$ cat src/rtl/uart_stat_pkg.sv
// Package: shared constants for the serial status/interrupt block.
// Assumes an 8-bit status register and a 5-bit enable vector.
package uart_stat_pkg;

    localparam int STAT_W = 8;
    localparam int IEN_W  = 5;

    // Status bit positions (software decodes these)
    localparam int B_TXE   = 7;
    localparam int B_TXC   = 6;
    localparam int B_RXR   = 5;
    localparam int B_IDLE  = 4;
    localparam int B_OVR   = 3;
    localparam int B_NOISE = 2;
    localparam int B_FERR  = 1;
    localparam int B_PERR  = 0;

    localparam logic [STAT_W-1:0] STAT_RST = 8'hC0;
    localparam logic [STAT_W-1:0] TX_MASK  = 8'hC0;
    localparam logic [STAT_W-1:0] RX_MASK  = 8'h3F;

    // Enable vector positions
    localparam int E_TXE  = 4;
    localparam int E_TXC  = 3;
    localparam int E_RX   = 2;
    localparam int E_IDLE = 1;
    localparam int E_PERR = 0;

    // Decoded kind of a bus access
    typedef enum logic [2:0] {
        ACC_NONE,
        ACC_STAT_RD,
        ACC_STAT_WR,
        ACC_DATA_RD,
        ACC_DATA_WR,
        ACC_FOREIGN
    } acc_kind_e;

endpackage

$ cat src/rtl/uart_clr_seq.sv
// Module: decodes register bus accesses and runs the two-step clear
// sequence. A status read arms; any other access disarms. A data write
// while armed pulses clr_tx, a data read while armed pulses clr_rx.
// Assumes at most one access per cycle, qualified by acc_valid.
module uart_clr_seq
    import uart_stat_pkg::*;
#(
    parameter int ADDR_W    = 2,
    parameter int STAT_ADDR = 0,
    parameter int DATA_ADDR = 1
) (
    input  logic              clk,
    input  logic              rst_n,
    input  logic              acc_valid,
    input  logic              acc_write,
    input  logic [ADDR_W-1:0] acc_addr,
    output logic              clr_tx,
    output logic              clr_rx
);

    localparam logic [ADDR_W-1:0] A_STAT = ADDR_W'(STAT_ADDR);
    localparam logic [ADDR_W-1:0] A_DATA = ADDR_W'(DATA_ADDR);

    acc_kind_e kind;
    logic      armed_q;

    // Classify the current bus access
    always_comb begin
        if (!acc_valid)
            kind = ACC_NONE;
        else if (acc_addr == A_STAT)
            kind = acc_write ? ACC_STAT_WR : ACC_STAT_RD;
        else if (acc_addr == A_DATA)
            kind = acc_write ? ACC_DATA_WR : ACC_DATA_RD;
        else
            kind = ACC_FOREIGN;
    end

    // Arm on status read, disarm on any other access, hold when idle
    always_ff @(posedge clk) begin
        if (!rst_n)
            armed_q <= 1'b0;
        else if (kind != ACC_NONE)
            armed_q <= (kind == ACC_STAT_RD);
    end

    // Clear pulses complete the sequence
    always_comb begin
        clr_tx = armed_q && (kind == ACC_DATA_WR);
        clr_rx = armed_q && (kind == ACC_DATA_RD);
    end

endmodule

$ cat src/rtl/uart_flag_bank.sv
// Module: bank of sticky flags, one per status bit. Set wins over clear
// in the same cycle. Reset value per bit comes from RST_VAL.
module uart_flag_bank #(
    parameter int                 N       = 8,
    parameter logic [N-1:0]       RST_VAL = '0
) (
    input  logic         clk,
    input  logic         rst_n,
    input  logic [N-1:0] set_v,
    input  logic [N-1:0] clr_v,
    output logic [N-1:0] flag_q
);

    for (genvar i = 0; i < N; i++) begin : g_flag
        // One sticky flag: reset value, set priority, then clear
        always_ff @(posedge clk) begin
            if (!rst_n)
                flag_q[i] <= RST_VAL[i];
            else if (set_v[i])
                flag_q[i] <= 1'b1;
            else if (clr_v[i])
                flag_q[i] <= 1'b0;
        end
    end

endmodule

$ cat src/rtl/uart_irq_merge.sv
// Module: masks each interrupting flag with its enable and merges them
// into one request qualified by the global gate. Purely combinational.
// Noise and framing flags do not take part.
module uart_irq_merge
    import uart_stat_pkg::*;
(
    input  logic [STAT_W-1:0] flags,
    input  logic [IEN_W-1:0]  ien,
    input  logic              gate,
    output logic              irq
);

    logic [IEN_W-1:0] src;

    // Map flags to their enable slots
    always_comb begin
        src          = '0;
        src[E_TXE]   = flags[B_TXE];
        src[E_TXC]   = flags[B_TXC];
        src[E_RX]    = flags[B_RXR] | flags[B_OVR];
        src[E_IDLE]  = flags[B_IDLE];
        src[E_PERR]  = flags[B_PERR];
    end

    // Mask, merge and gate
    always_comb irq = gate & |(src & ien);

endmodule

$ cat src/rtl/uart_stat_irq.sv
// Module: top of the status flag and interrupt block. Builds the set
// vector from engine strobes, the clear vector from the bus sequence,
// holds the flags, and drives the merged interrupt.
// Assumes strobes are single-cycle and synchronous to clk.
module uart_stat_irq
    import uart_stat_pkg::*;
#(
    parameter int ADDR_W    = 2,
    parameter int STAT_ADDR = 0,
    parameter int DATA_ADDR = 1
) (
    input  logic              clk,
    input  logic              rst_n,
    input  logic              acc_valid,
    input  logic              acc_write,
    input  logic [ADDR_W-1:0] acc_addr,
    input  logic              ev_tx_load,
    input  logic              ev_frame_done,
    input  logic              ev_frame_data,
    input  logic              ev_rx_load,
    input  logic              ev_idle,
    input  logic              ev_overrun,
    input  logic              ev_noise,
    input  logic              ev_frame_err,
    input  logic              ev_parity,
    input  logic [IEN_W-1:0]  ien,
    input  logic              irq_gate,
    output logic [STAT_W-1:0] stat_q,
    output logic              tx_buf_full,
    output logic              irq
);

    logic              clr_tx, clr_rx;
    logic [STAT_W-1:0] set_v, clr_v;

    uart_clr_seq #(
        .ADDR_W   (ADDR_W),
        .STAT_ADDR(STAT_ADDR),
        .DATA_ADDR(DATA_ADDR)
    ) u_seq (
        .clk      (clk),
        .rst_n    (rst_n),
        .acc_valid(acc_valid),
        .acc_write(acc_write),
        .acc_addr (acc_addr),
        .clr_tx   (clr_tx),
        .clr_rx   (clr_rx)
    );

    // Gather event strobes into the set vector
    always_comb begin
        set_v          = '0;
        set_v[B_TXE]   = ev_tx_load;
        set_v[B_TXC]   = ev_frame_done & ev_frame_data;
        set_v[B_RXR]   = ev_rx_load;
        set_v[B_IDLE]  = ev_idle;
        set_v[B_OVR]   = ev_overrun;
        set_v[B_NOISE] = ev_noise;
        set_v[B_FERR]  = ev_frame_err;
        set_v[B_PERR]  = ev_parity;
    end

    // Expand sequence pulses into per-flag clears
    always_comb clr_v = ({STAT_W{clr_tx}} & TX_MASK) | ({STAT_W{clr_rx}} & RX_MASK);

    uart_flag_bank #(
        .N      (STAT_W),
        .RST_VAL(STAT_RST)
    ) u_flags (
        .clk   (clk),
        .rst_n (rst_n),
        .set_v (set_v),
        .clr_v (clr_v),
        .flag_q(stat_q)
    );

    uart_irq_merge u_irq (
        .flags(stat_q),
        .ien  (ien),
        .gate (irq_gate),
        .irq  (irq)
    );

    // Transmit buffer occupancy toward the engine
    always_comb tx_buf_full = ~stat_q[B_TXE];

endmodule

$ cat config.mk
export PLATFORM = sky130hd
export DESIGN_NAME = uart_stat_irq
export DESIGN_NICKNAME = d
export VERILOG_FILES = /design/src/rtl/uart_stat_pkg.sv /design/src/rtl/uart_clr_seq.sv /design/src/rtl/uart_flag_bank.sv /design/src/rtl/uart_irq_merge.sv /design/src/rtl/uart_stat_irq.sv
export SDC_FILE = /design/constraint.sdc
export NUM_CORES = 1
export LEC_CHECK = 0
export ABC_AREA = 1
export BUFFER_PORTS_ARGS = -buffer_cell sky130_fd_sc_hd__buf_2
export CAP_MARGIN = 40
export CORE_AREA = 2 2 39 41
export DETAILED_ROUTE_END_ITERATION = 8
export DIE_AREA = 0 0 41 43
export PLACE_DENSITY_LB_ADDON = 0.25
export SYNTH_ARGS = -nofsm -noshare
export SYNTH_HDL_FRONTEND = slang
export SYNTH_HIERARCHICAL = 1
export SYNTH_SLANG_ARGS = --single-unit
$ cat constraint.sdc
create_clock -name clk -period 1.1 [get_ports clk]
set_input_delay 0 -clock clk [delete_from_list [all_inputs] [get_ports clk]]
set_output_delay 0 -clock clk [all_outputs]
set_load 0.01 [all_outputs]
==> run summary, run 1 <==
DRT Pass-1 Iters -> 4
routed vias/inst -> 3.98
combinational power share -> 0.182
Worst path top cell family by delay -> flip-flops
Max-slew headroom -> 0.886
Clock Latency Late Sink -> 250 ps
status -> completed
Slew Limit Fails -> 0
Post-Syn Nets -> 87
Tmin final -> 1000 ps
CTS root buf -> clkbuf_4
#FFs+latches synth -> 9
Final Skew -> 4.15 ps
Total GRT Usage -> 0.121
via count -> 489
Worst Hold Class -> in2reg
Layout Cells excl Fill -> 123
CP Launch Type -> flop
diode count -> 0
core region area -> 1380 sq um
initial drt markers -> 7
# rows -> 14
CP arrival -> 1000 ps
Post-Syn Instances -> 66
# IOs -> 31
PD cells -> 1070 nW/um^2
final setup violation count -> 0
Final Wtd Congestion -> 0.635
Static Leak -> 0.414 nW
initial core utilization -> 0.297
worst-path fanout max -> 4
Clk network pwr share -> 0.335
synthesized area -> 410 sq um
maximum vdd ir drop -> 0.592 mV
crit path max-delay cell type -> dfxtp_1
layout cells sized above 1 -> 0.327
CP endpoint kind -> output pin
Multi-input gate area -> 155 sq um
Net Sw Power -> 0.000177 W
Worst Path Buf+Inv -> 1
setup ws final -> 98.1 ps
Post-CTS Setup Bufs -> 0
Crit Path Category -> reg2out
NumNets Final -> 129
CP Data Required Time -> 1100 ps
PortBufs -> 30
internal power -> 0.000557 W
final hold viol count -> 0
Cell Count Post-Placement -> 112
met3 usage -> 0.0314
most used cell, CP -> nand2_1
cells along the critical path -> nand2_1 > nand2_1 > nor2_1 > a21oi_1 > buf_2
Sequential Power Share -> 0.484
Fillers -> 158
Die Wd -> 41 um
DIE HEIGHT -> 43 um
met1 Usage GRT -> 0.162
Reg clk slew, reported paths -> 60 ps
largest net degree at the start of global routing -> 9
P&R area growth vs syn -> 66.8%
sw frac -> 0.241
vias in the first global route -> 381
CTS Buffer Depth -> 2
GRT overflow -> 0
initial antenna violation count -> 0
Cell variety after synth -> 10
post-synthesis sequential area ratio -> 0.439
CTS tree -> done
Final TNS setup -> 0 ps
most common cell after layout, fill and taps aside -> buf_2
CTS HTree Levels -> 1
DRT Wirelength -> 982 um
global-route met2 utilization -> 0.166
clock sink total -> 9
Register Area -> 180 sq um
Post-DP HPWL -> 725 um
RSZ-0062 raised after global routing -> false
Syn. warnings -> 6
drt wl/cell -> 7.98 um
syn avg cell area -> 6.22 sq um
first-pass GRT wire length -> 1450 um
busiest grt layer -> met2
most frequent cells in the layout -> buf_2 (30), inv_1 (21), nand2_1 (15)
pre-CTS setup slack -> 29.2 ps
Final ANT Viol Nets -> 0
period utilization -> 0.911
Worst path max stage delay -> 360 ps
Worst Tran Pin Value -> 171 ps
Max Cap Violations -> 0
die area -> 1760 sq um
f_max -> 0.998 GHz
total CTS buffers -> 3
Residual DRC -> 0
worst min-delay path, stage by stage:
cell and delay [ps]:
buf_2 110, nand3_1 70, nor2_1 40
per-stage QoR:
step / total power [W] / util / hold WS [ps] / area (sq um)
final: 0.000734 / 0.495 / 12.6 / 684
after detailed placement: 0.000475 / 0.420 / 214 / 581
after global placement: 0.000473 / 0.420 / 202 / 581
after global routing: 0.000786 / 0.495 / 17.2 / 684
after floorplan: 0.000413 / - / 84.1 / 410
after CTS: 0.000743 / 0.489 / 5.74 / 677
final cells by class:
type / instances / area share
sequential: 9 / 0.263
tap: 16 / 0.0293
timing repair buffer: 37 / 0.322
clock buffer: 4 / 0.0384
inverter: 22 / 0.121
multi-input combinational: 35 / 0.227
kinds of logic (layout without fill, tap and decap cells):
kind of cell           Yosys count  after routing  synth area share
buffers and inverters           22             63             0.201
AND/OR/NAND/NOR                 25             25             0.238
AO/OA/AOI/OAI                   10             10             0.122
flip-flops                       9              9             0.439
state kept, by name (all words and copies together) (netlist names):
| register | flops |
|---|---|
| u_seq/armed_q | 1 |
| u_flags/flag_q | 8 |
repair_timing:
action                     4_1_cts  5_1_grt
setup endpoints to repair        0        6
hold buffers                     7        0
gates resized for setup          0        2
hold endpoints to repair         7        0
layer usage:
| metal | wire (um) | vias to the layer above | part of all wire |
|---|---|---|---|
| li1 | - | 276 | - |
| met1 | 459 | 191 | 0.47 |
| met2 | 418 | 22 | 0.43 |
| met3 | 104 | 0 | 0.11 |
| met4 | 0 | 0 | 0 |
| met5 | 0 | - | 0 |
power groups by stage:
stage                     logic [W]  registers, W  clock network [W]
after floorplan           0.0000437      0.000369                  0
after global placement     0.000111      0.000362                  0
after detailed placement   0.000113      0.000362                  0
after CTS                  0.000132      0.000355           0.000256
after global routing       0.000152      0.000358           0.000276
final                      0.000133      0.000355           0.000246
cell usage after synthesis (all sizes together):
library cell | n | area share
dfxtp | 9 | 0.44
nor2 | 8 | 0.073
nand3 | 1 | 0.012
nand4 | 1 | 0.015
a21oi | 7 | 0.085
inv | 22 | 0.20
o21ai | 3 | 0.037
nand2 | 15 | 0.14
final timing paths:
check                    startpoint           endpoint  slack, ps  cells after the start
setup reg to reg      u_seq/armed_q  u_flags/flag_q[4]        150                      5
hold / removal                rst_n      u_seq/armed_q         10                      3
hold reg to reg   u_flags/flag_q[1]  u_flags/flag_q[1]        460                      2
setup / recovery  u_flags/flag_q[7]                irq        100                      5
Power figures use the tool's default switching activity.
==> run 2: changes to the inputs <==
--- a/config.mk
+++ b/config.mk
@@ -6,13 +6,12 @@
 export NUM_CORES = 1
 export LEC_CHECK = 0
 export ABC_AREA = 1
+export ABC_CLOCK_PERIOD_IN_PS = 1100
 export BUFFER_PORTS_ARGS = -buffer_cell sky130_fd_sc_hd__buf_2
 export CAP_MARGIN = 40
 export CORE_AREA = 2 2 39 41
 export DETAILED_ROUTE_END_ITERATION = 8
 export DIE_AREA = 0 0 41 43
-export PLACE_DENSITY_LB_ADDON = 0.25
 export SYNTH_ARGS = -nofsm -noshare
 export SYNTH_HDL_FRONTEND = slang
-export SYNTH_HIERARCHICAL = 1
 export SYNTH_SLANG_ARGS = --single-unit
==> run 2 against run 1 <==
Global-route usage increased by 1.8 points. Maximum frequency grew 1.1%. Critical path type unchanged. Sequential power about the same. Area after synthesis decreased by 7.0%. Clock skew fell by 2.4 ps. Clock-buffer cell count did not move. Setup slack gained 11 ps. Design area fell by 0.55%. Largest cell class unchanged. Die area unchanged. Final cell count decreased by 5.7%. Largest power group unchanged.
==> run summary, run 2 <==
Yosys top cell area share -> 0.472 (+0.0331)
Reg with most FFs -> u_flags.flag_q
largest family of logic cells by synthesized area -> simple AND/OR/NAND/NOR gates
core region area -> 1380 sq um (unchanged)
Post-Syn Instances -> 56 (-15%)
Max-slew headroom -> 0.850 (-0.0360)
final core occ -> 0.492 (-0.00271)
initial core utilization -> 0.276 (-0.0208)
GRT overflow -> 0 (unchanged)
synthesized area -> 382 sq um (-7.0%)
Syn. warnings -> 0 (-6)
Post-Synth Simple-Gate Area -> 0.292 (+0.0540)
Worst Tran Pin Value -> 224 ps (+53.2 ps)
# IOs -> 31 (unchanged)
Post-DP HPWL -> 741 um (+2.2%)
Async SR Flop Fraction -> 0 (unchanged)
Residual DRC -> 0 (unchanged)
Post-synth EDFFs -> 0 (unchanged)
cells along the critical path -> nand2_1 > nand2_1 > nor2_1 > a21boi_1 > buf_2
status -> completed
syn avg cell area -> 6.81 sq um (+9.6%)
post-synth top area cell -> dfxtp_1
Final Wtd Congestion -> 0.630 (-0.83%)
Compound-Gate Fraction of Synth Area -> 0.138 (+0.0158)
Most used DFF post-synth -> dfxtp_1
CP Launch Type -> flop
via count -> 488 (-0.20%)
area share of fa/ha/maj cells after synthesis -> 0 (unchanged)
Worst path top cell family by delay -> flip-flops
Slew Limit Fails -> 0 (unchanged)
crit path max-delay cell type -> dfxtp_2
die area -> 1760 sq um (unchanged)
Worst Hold Class -> in2reg
worst-path fanout max -> 3 (-1)
NumNets Final -> 122 (-5.4%)
layout cells sized above 1 -> 0.410 (+0.0829)
largest net degree at the start of global routing -> 10 (+1)
CTS HTree Levels -> 1 (unchanged)
Post-Syn Nets -> 77 (-11%)
CTS root buf -> clkbuf_4
first-pass GRT wire length -> 1590 um (+9.9%)
Final ANT Viol Nets -> 0 (unchanged)
DRT Wirelength -> 1050 um (+6.7%)
maximum vdd ir drop -> 0.681 mV (+15%)
most common cell after layout, fill and taps aside -> buf_2
DRT Pass-1 Iters -> 4 (unchanged)
# rows -> 14 (unchanged)
P&R area growth vs syn -> 78.4%
total CTS buffers -> 3 (unchanged)
Worst Path Buf+Inv -> 1 (unchanged)
CP arrival -> 990 ps (about the same)
initial drt markers -> 7 (unchanged)
initial antenna violation count -> 0 (unchanged)
Final TNS setup -> 0 ps (unchanged)
final setup violation count -> 0 (unchanged)
post-synthesis sequential area ratio -> 0.472 (+0.0331)
CP Data Required Time -> 1100 ps (about the same)
Largest regs -> u_flags.flag_q (8), u_seq.armed_q (1)
diode count -> 0 (unchanged)
drt wl/cell -> 9.03 um (+13%)
synth cell count leaders -> nand2_1 (19), dfxtp_1 (9), inv_1 (9)
PD cells -> 1100 nW/um^2 (+2.4%)
CP endpoint kind -> output pin
CTS tree -> done
routed vias/inst -> 4.21 (+5.8%)
f_max -> 1.01 GHz (+1.1%)
Crit Path Category -> reg2out
Reg clk slew, reported paths -> 60 ps (about the same)
Synth area leaders -> dfxtp_1 (47%), nand2_1 (19%), a21oi_1 (10%)
most common cell in the netlist -> nand2_1
XOR/XNOR share of the synthesized area -> 0 (unchanged)
clock sink total -> 9 (unchanged)
Total GRT Usage -> 0.140 (+0.0182)
Tmin final -> 991 ps (-11.3 ps)
CTS Buffer Depth -> 2 (unchanged)
most frequent cells in the layout -> buf_2 (30), nand2_1 (19), inv_1 (9), dlygate4sd3_1 (9), a21oi_1 (8)
period utilization -> 0.901 (-0.0103)
Clock Latency Late Sink -> 260 ps (about the same)
Die Wd -> 41 um (unchanged)
vias in the first global route -> 412 (+8.1%)
most used cell, CP -> nand2_1
Static Leak -> 0.388 nW (-6.4%)
DIE HEIGHT -> 43 um (unchanged)
final hold viol count -> 0 (unchanged)
max reg flops -> 8 (unchanged)
Cell variety after synth -> 11 (+1)
Worst path max stage delay -> 330 ps (-30 ps)
Max Cap Violations -> 0 (unchanged)
Final Skew -> 1.75 ps (-2.40 ps)
RSZ-0062 raised after global routing -> false
mux cell area share after synthesis -> 0 (unchanged)
PortBufs -> 30 (unchanged)
#FFs+latches synth -> 9 (unchanged)
[run 2: changes by cell type after synthesis, moves of 2 or more]
| cell | delta |
|---|---|
| inv_1 | -12 |
| nand2_1 | +4 |
| nor2_1 | -4 |
| nor2_2 | +2 |
| o21ai_1 | -2 |
[run 2: layout make-up]
type	count	area (sq um)
Fill cell	150	703
Timing Repair Buffer	40	248
Sequential cell	9	185
Multi-Input combinational cell	37	164
Inverter	10	37.5
Clock buffer	4	26.3
Tap cell	16	20.0
[run 2: per-stage QoR]
step / hold slack (ps) / worst slack [ps] / std cells / total power, W / instance area [sq um]
2_1_floorplan: 98.8 / 282 / 56 / 0.000407 / 382
3_3_place_gp: 188 / 282 / 102 / 0.000466 / 552
3_5_place_dp: 196 / 262 / 102 / 0.000468 / 552
4_1_cts: 14.6 / 31.3 / 115 / 0.000753 / 668
5_1_grt: 22.0 / 25.4 / 116 / 0.000799 / 681
6_report: 17.9 / 109 / 116 / 0.000747 / 681
[run 2: final timing paths]
kind | start | endpoint | slack (ps) | depth (start not counted)
worst min-delay path | acc_addr[0] | u_seq.armed_q | 20 | 4
worst max-delay path | u_flags.flag_q[6] | irq | 110 | 5
worst max register to register | u_seq.armed_q | u_flags.flag_q[5] | 250 | 5
worst min register to register | u_flags.flag_q[2] | u_flags.flag_q[2] | 460 | 2
[run 2: worst register-to-register path: cells and delay by family, from the launching register on]
family	cells	cell delay, ps
and+or+nand+nor	4	340
DFF	1	350
AOI/OAI and AO/OA	1	50
[run 2: cell families after synthesis]
group | Yosys count
simple gates | 27
compound gates | 10
buf+inv | 10
flops | 9
[run 2: power by group]
part	leakage (nW)	total, W	switching, W	internal, W
logic	0.299	0.000136	0.0000574	0.0000790
clock network	0.0150	0.000257	0.000117	0.000140
registers	0.0740	0.000354	0.0000101	0.000344
total	0.388	0.000747	0.000185	0.000563
[run 2: routing by layer]
| metal | up-vias | routed length, um | GRT usage |
|---|---|---|---|
| met5 | - | 0 | 0 |
| met4 | 0 | 14 | 0.0400 |
| met3 | 2 | 67 | 0.0785 |
| met2 | 18 | 547 | 0.222 |
| met1 | 210 | 418 | 0.152 |
| li1 | 258 | - | - |
[run 2: repair_timing]
action                                 in CTS  in global routing
hold buffers                                9                  0
endpoints found under the hold margin       8                  0
setup endpoints to repair                   0                  1
resized for setup                           0                  5
setup buffers                               0                  1
==> run 3: changes to the inputs <==
==> constraint.sdc (replaced) <==
create_clock -name clk -period 1.1 [get_ports clk]
set_input_delay 0 -clock clk [delete_from_list [all_inputs] [get_ports clk]]
set_output_delay 0 -clock clk [all_outputs]
set_load 0.1 [all_outputs]
==> run 3 against run 2 <==
The run now ends with setup timing left. Non-clock buffer count fell by 1. Maximum frequency shrank 11%. Power increased by 19%. Clock power rose by 3%. Combinational power grew 100%. Flip-flop and latch count unchanged. Final cell count decreased by 0.86%. Global-route usage decreased by 0.54 points. Hold slack lost 14 ps. Clock skew is 0.96 ps lower. Largest power group unchanged.
==> run summary, run 3 (synthesized netlist as in run 2, its figures left out) <==
Residual DRC -> 0 (unchanged)
most common cell after layout, fill and taps aside -> buf_2
Worst Hold Endpoint -> u_seq.armed_q
R2R Path End -> u_flags.flag_q[3]
crit path max-delay cell type -> dfxtp_4
final hold viol count -> 0 (unchanged)
violated checks -> setup timing
DRT Pass-1 Iters -> 4 (unchanged)
clock sink total -> 9 (unchanged)
initial core utilization -> 0.276 (unchanged)
Slew Limit Fails -> 0 (unchanged)
Reg-to-Reg Start -> u_seq.armed_q
period utilization -> 1.01 (+0.110)
DIE HEIGHT -> 43 um (unchanged)
DRT Wirelength -> 1030 um (-1.4%)
Crit Path Category -> reg2out
RSZ-0062 raised after global routing -> true
initial antenna violation count -> 0 (unchanged)
R2R setup slack -> 250 ps (about the same)
cells along the critical path -> nand2_2 > nand2_2 > nor2_2 > a21boi_4 > buf_12
total power -> 0.000889 W (+19%)
CTS HTree Levels -> 1 (unchanged)
worst reg2reg path depth -> 5 (unchanged)
max reg flops -> 8 (unchanged)
CTS root buf -> clkbuf_4
combinational power share -> 0.313 (+0.130)
maximum vdd ir drop -> 0.714 mV (+4.8%)
final core occ -> 0.537 (+0.0452)
Tmin final -> 1110 ps (+121 ps)
Static Leak -> 0.402 nW (+3.6%)
vias in the first global route -> 416 (+0.97%)
NumNets Final -> 121 (-0.82%)
sw frac -> 0.370 (+0.123)
CTS tree -> done
internal power -> 0.000560 W (-0.48%)
Post-CTS Setup Bufs -> 0 (unchanged)
# rows -> 14 (unchanged)
initial drt markers -> 7 (unchanged)
routed vias/inst -> 4.18 (-0.58%)
Worst path max stage delay -> 350 ps (+20 ps)
Final Skew -> 0.792 ps (-0.959 ps)
layout cells sized above 1 -> 0.495 (+0.0849)
Post-DP HPWL -> 746 um (+0.69%)
Reg with most FFs -> u_flags.flag_q
Max-slew headroom -> 0.677 (-0.173)
Worst Hold Class -> in2reg
CP Data Required Time -> 1100 ps (about the same)
Clock Latency Late Sink -> 260 ps (about the same)
Worst Tran Pin Value -> 488 ps (+264 ps)
fin area -> 743 sq um (+9.2%)
GRT overflow -> 0 (unchanged)
status -> finished, violations left
Hold WS -> 3.39 ps (-14.5 ps)
P&R area growth vs syn -> 94.8%
CP arrival -> 1110 ps (+120 ps)
f_max -> 0.899 GHz (-11%)
first-pass GRT wire length -> 1590 um (unchanged)
Reg clk slew, reported paths -> 70 ps (about the same)
CP endpoint kind -> output pin
Max Cap Violations -> 0 (unchanged)
worst-path fanout max -> 3 (unchanged)
CTS Buffer Depth -> 2 (unchanged)
# IOs -> 31 (unchanged)
total CTS buffers -> 3 (unchanged)
PD cells -> 1200 nW/um^2 (+8.9%)
Final ANT Viol Nets -> 0 (unchanged)
setup ws final -> -11.9 ps (-121 ps)
Min-Delay Path Depth -> 4 (unchanged)
final setup violation count -> 1 (+1)
diode count -> 0 (unchanged)
Sequential Power Share -> 0.390 (-0.084)
most frequent cells in the layout -> buf_2 (28), nand2_1 (17), inv_1 (9), dlygate4sd3_1 (9), a21oi_1 (8)
die area -> 1760 sq um (unchanged)
CP Launch Type -> flop
Net Sw Power -> 0.000329 W (+78%)
PortBufs -> 30 (unchanged)
core region area -> 1380 sq um (unchanged)
Placed Area -> 621 sq um (+12%)
Worst Hold Launch -> acc_addr[0]
Largest regs -> u_flags.flag_q (8), u_seq.armed_q (1)
largest net degree at the start of global routing -> 10 (unchanged)
most used cell, CP -> nand2_2
Die Wd -> 41 um (unchanged)
Clk network pwr share -> 0.297 (-0.047)
via count -> 481 (-1.4%)
Total GRT Usage -> 0.134 (-0.00536)
drt wl/cell -> 8.98 um (-0.57%)
Final Wtd Congestion -> 0.599 (-4.9%)
[run 3: area by class of cell]
class / instances / area, sq um
Inverter: 10 / 37.5
Clock buffer: 3 / 22.5
Timing Repair Buffer: 39 / 270
Multi-Input combinational cell: 37 / 183
Fill cell: 143 / 641
Sequential cell: 9 / 205
Tap cell: 16 / 20.0
Clock inverter: 1 / 5.00
[run 3: per-layer routing]
metal / track usage / vias to the layer above / routed length [um] / part of all wire
met2: 0.194 / 19 / 474 / 0.46
met3: 0.0314 / 2 / 77 / 0.075
met1: 0.174 / 203 / 465 / 0.45
met5: 0 / - / 0 / 0
li1: - / 257 / - / -
met4: 0.0800 / 0 / 15 / 0.015
[run 3: critical path: cells and delay by family (launching register included)]
family	cells	cell delay, ps
simple gates	3	260
compound gates	1	70
flops	1	350
buf+inv	1	170
[run 3: worst max-delay path by stage]
stage	start	endpoint	slack (ps)
final	u_flags.flag_q[6]	irq	-10
after global placement	u_flags.flag_q[0]	irq	230
after detailed placement	u_seq.armed_q	u_flags.flag_q[2]	240
after global routing	u_flags.flag_q[0]	irq	-60
after CTS	u_flags.flag_q[7]	irq	-20
after floorplan	u_flags.flag_q[0]	irq	-200
[run 3: power by group through the flow]
| stage | Combinational, W | Sequential, W | Clock [W] |
|---|---|---|---|
| final | 0.000278 | 0.000347 | 0.000264 |
| after global routing | 0.000296 | 0.000350 | 0.000284 |
| after CTS | 0.000279 | 0.000347 | 0.000274 |
| after detailed placement | 0.000253 | 0.000354 | 0 |
| after global placement | 0.000250 | 0.000354 | 0 |
| after floorplan | 0.0000659 | 0.000469 | 0 |
[run 3: repair_timing]
action,4_1_cts,5_1_grt
pin swaps,4,1
endpoints found under the setup margin,1,1
gates resized for setup,2,0
hold buffers,9,0
hold endpoints to repair,8,0
[run 3: metrics by stage]
step | setup TNS, ps | instances | worst slack (ps)
after global routing | -58.4 | 115 | -58.4
after CTS | -16.7 | 115 | -16.7
final | -11.9 | 115 | -11.9
after floorplan | -199 | 56 | -199
after global placement | 0 | 102 | 235
after detailed placement | 0 | 102 | 242
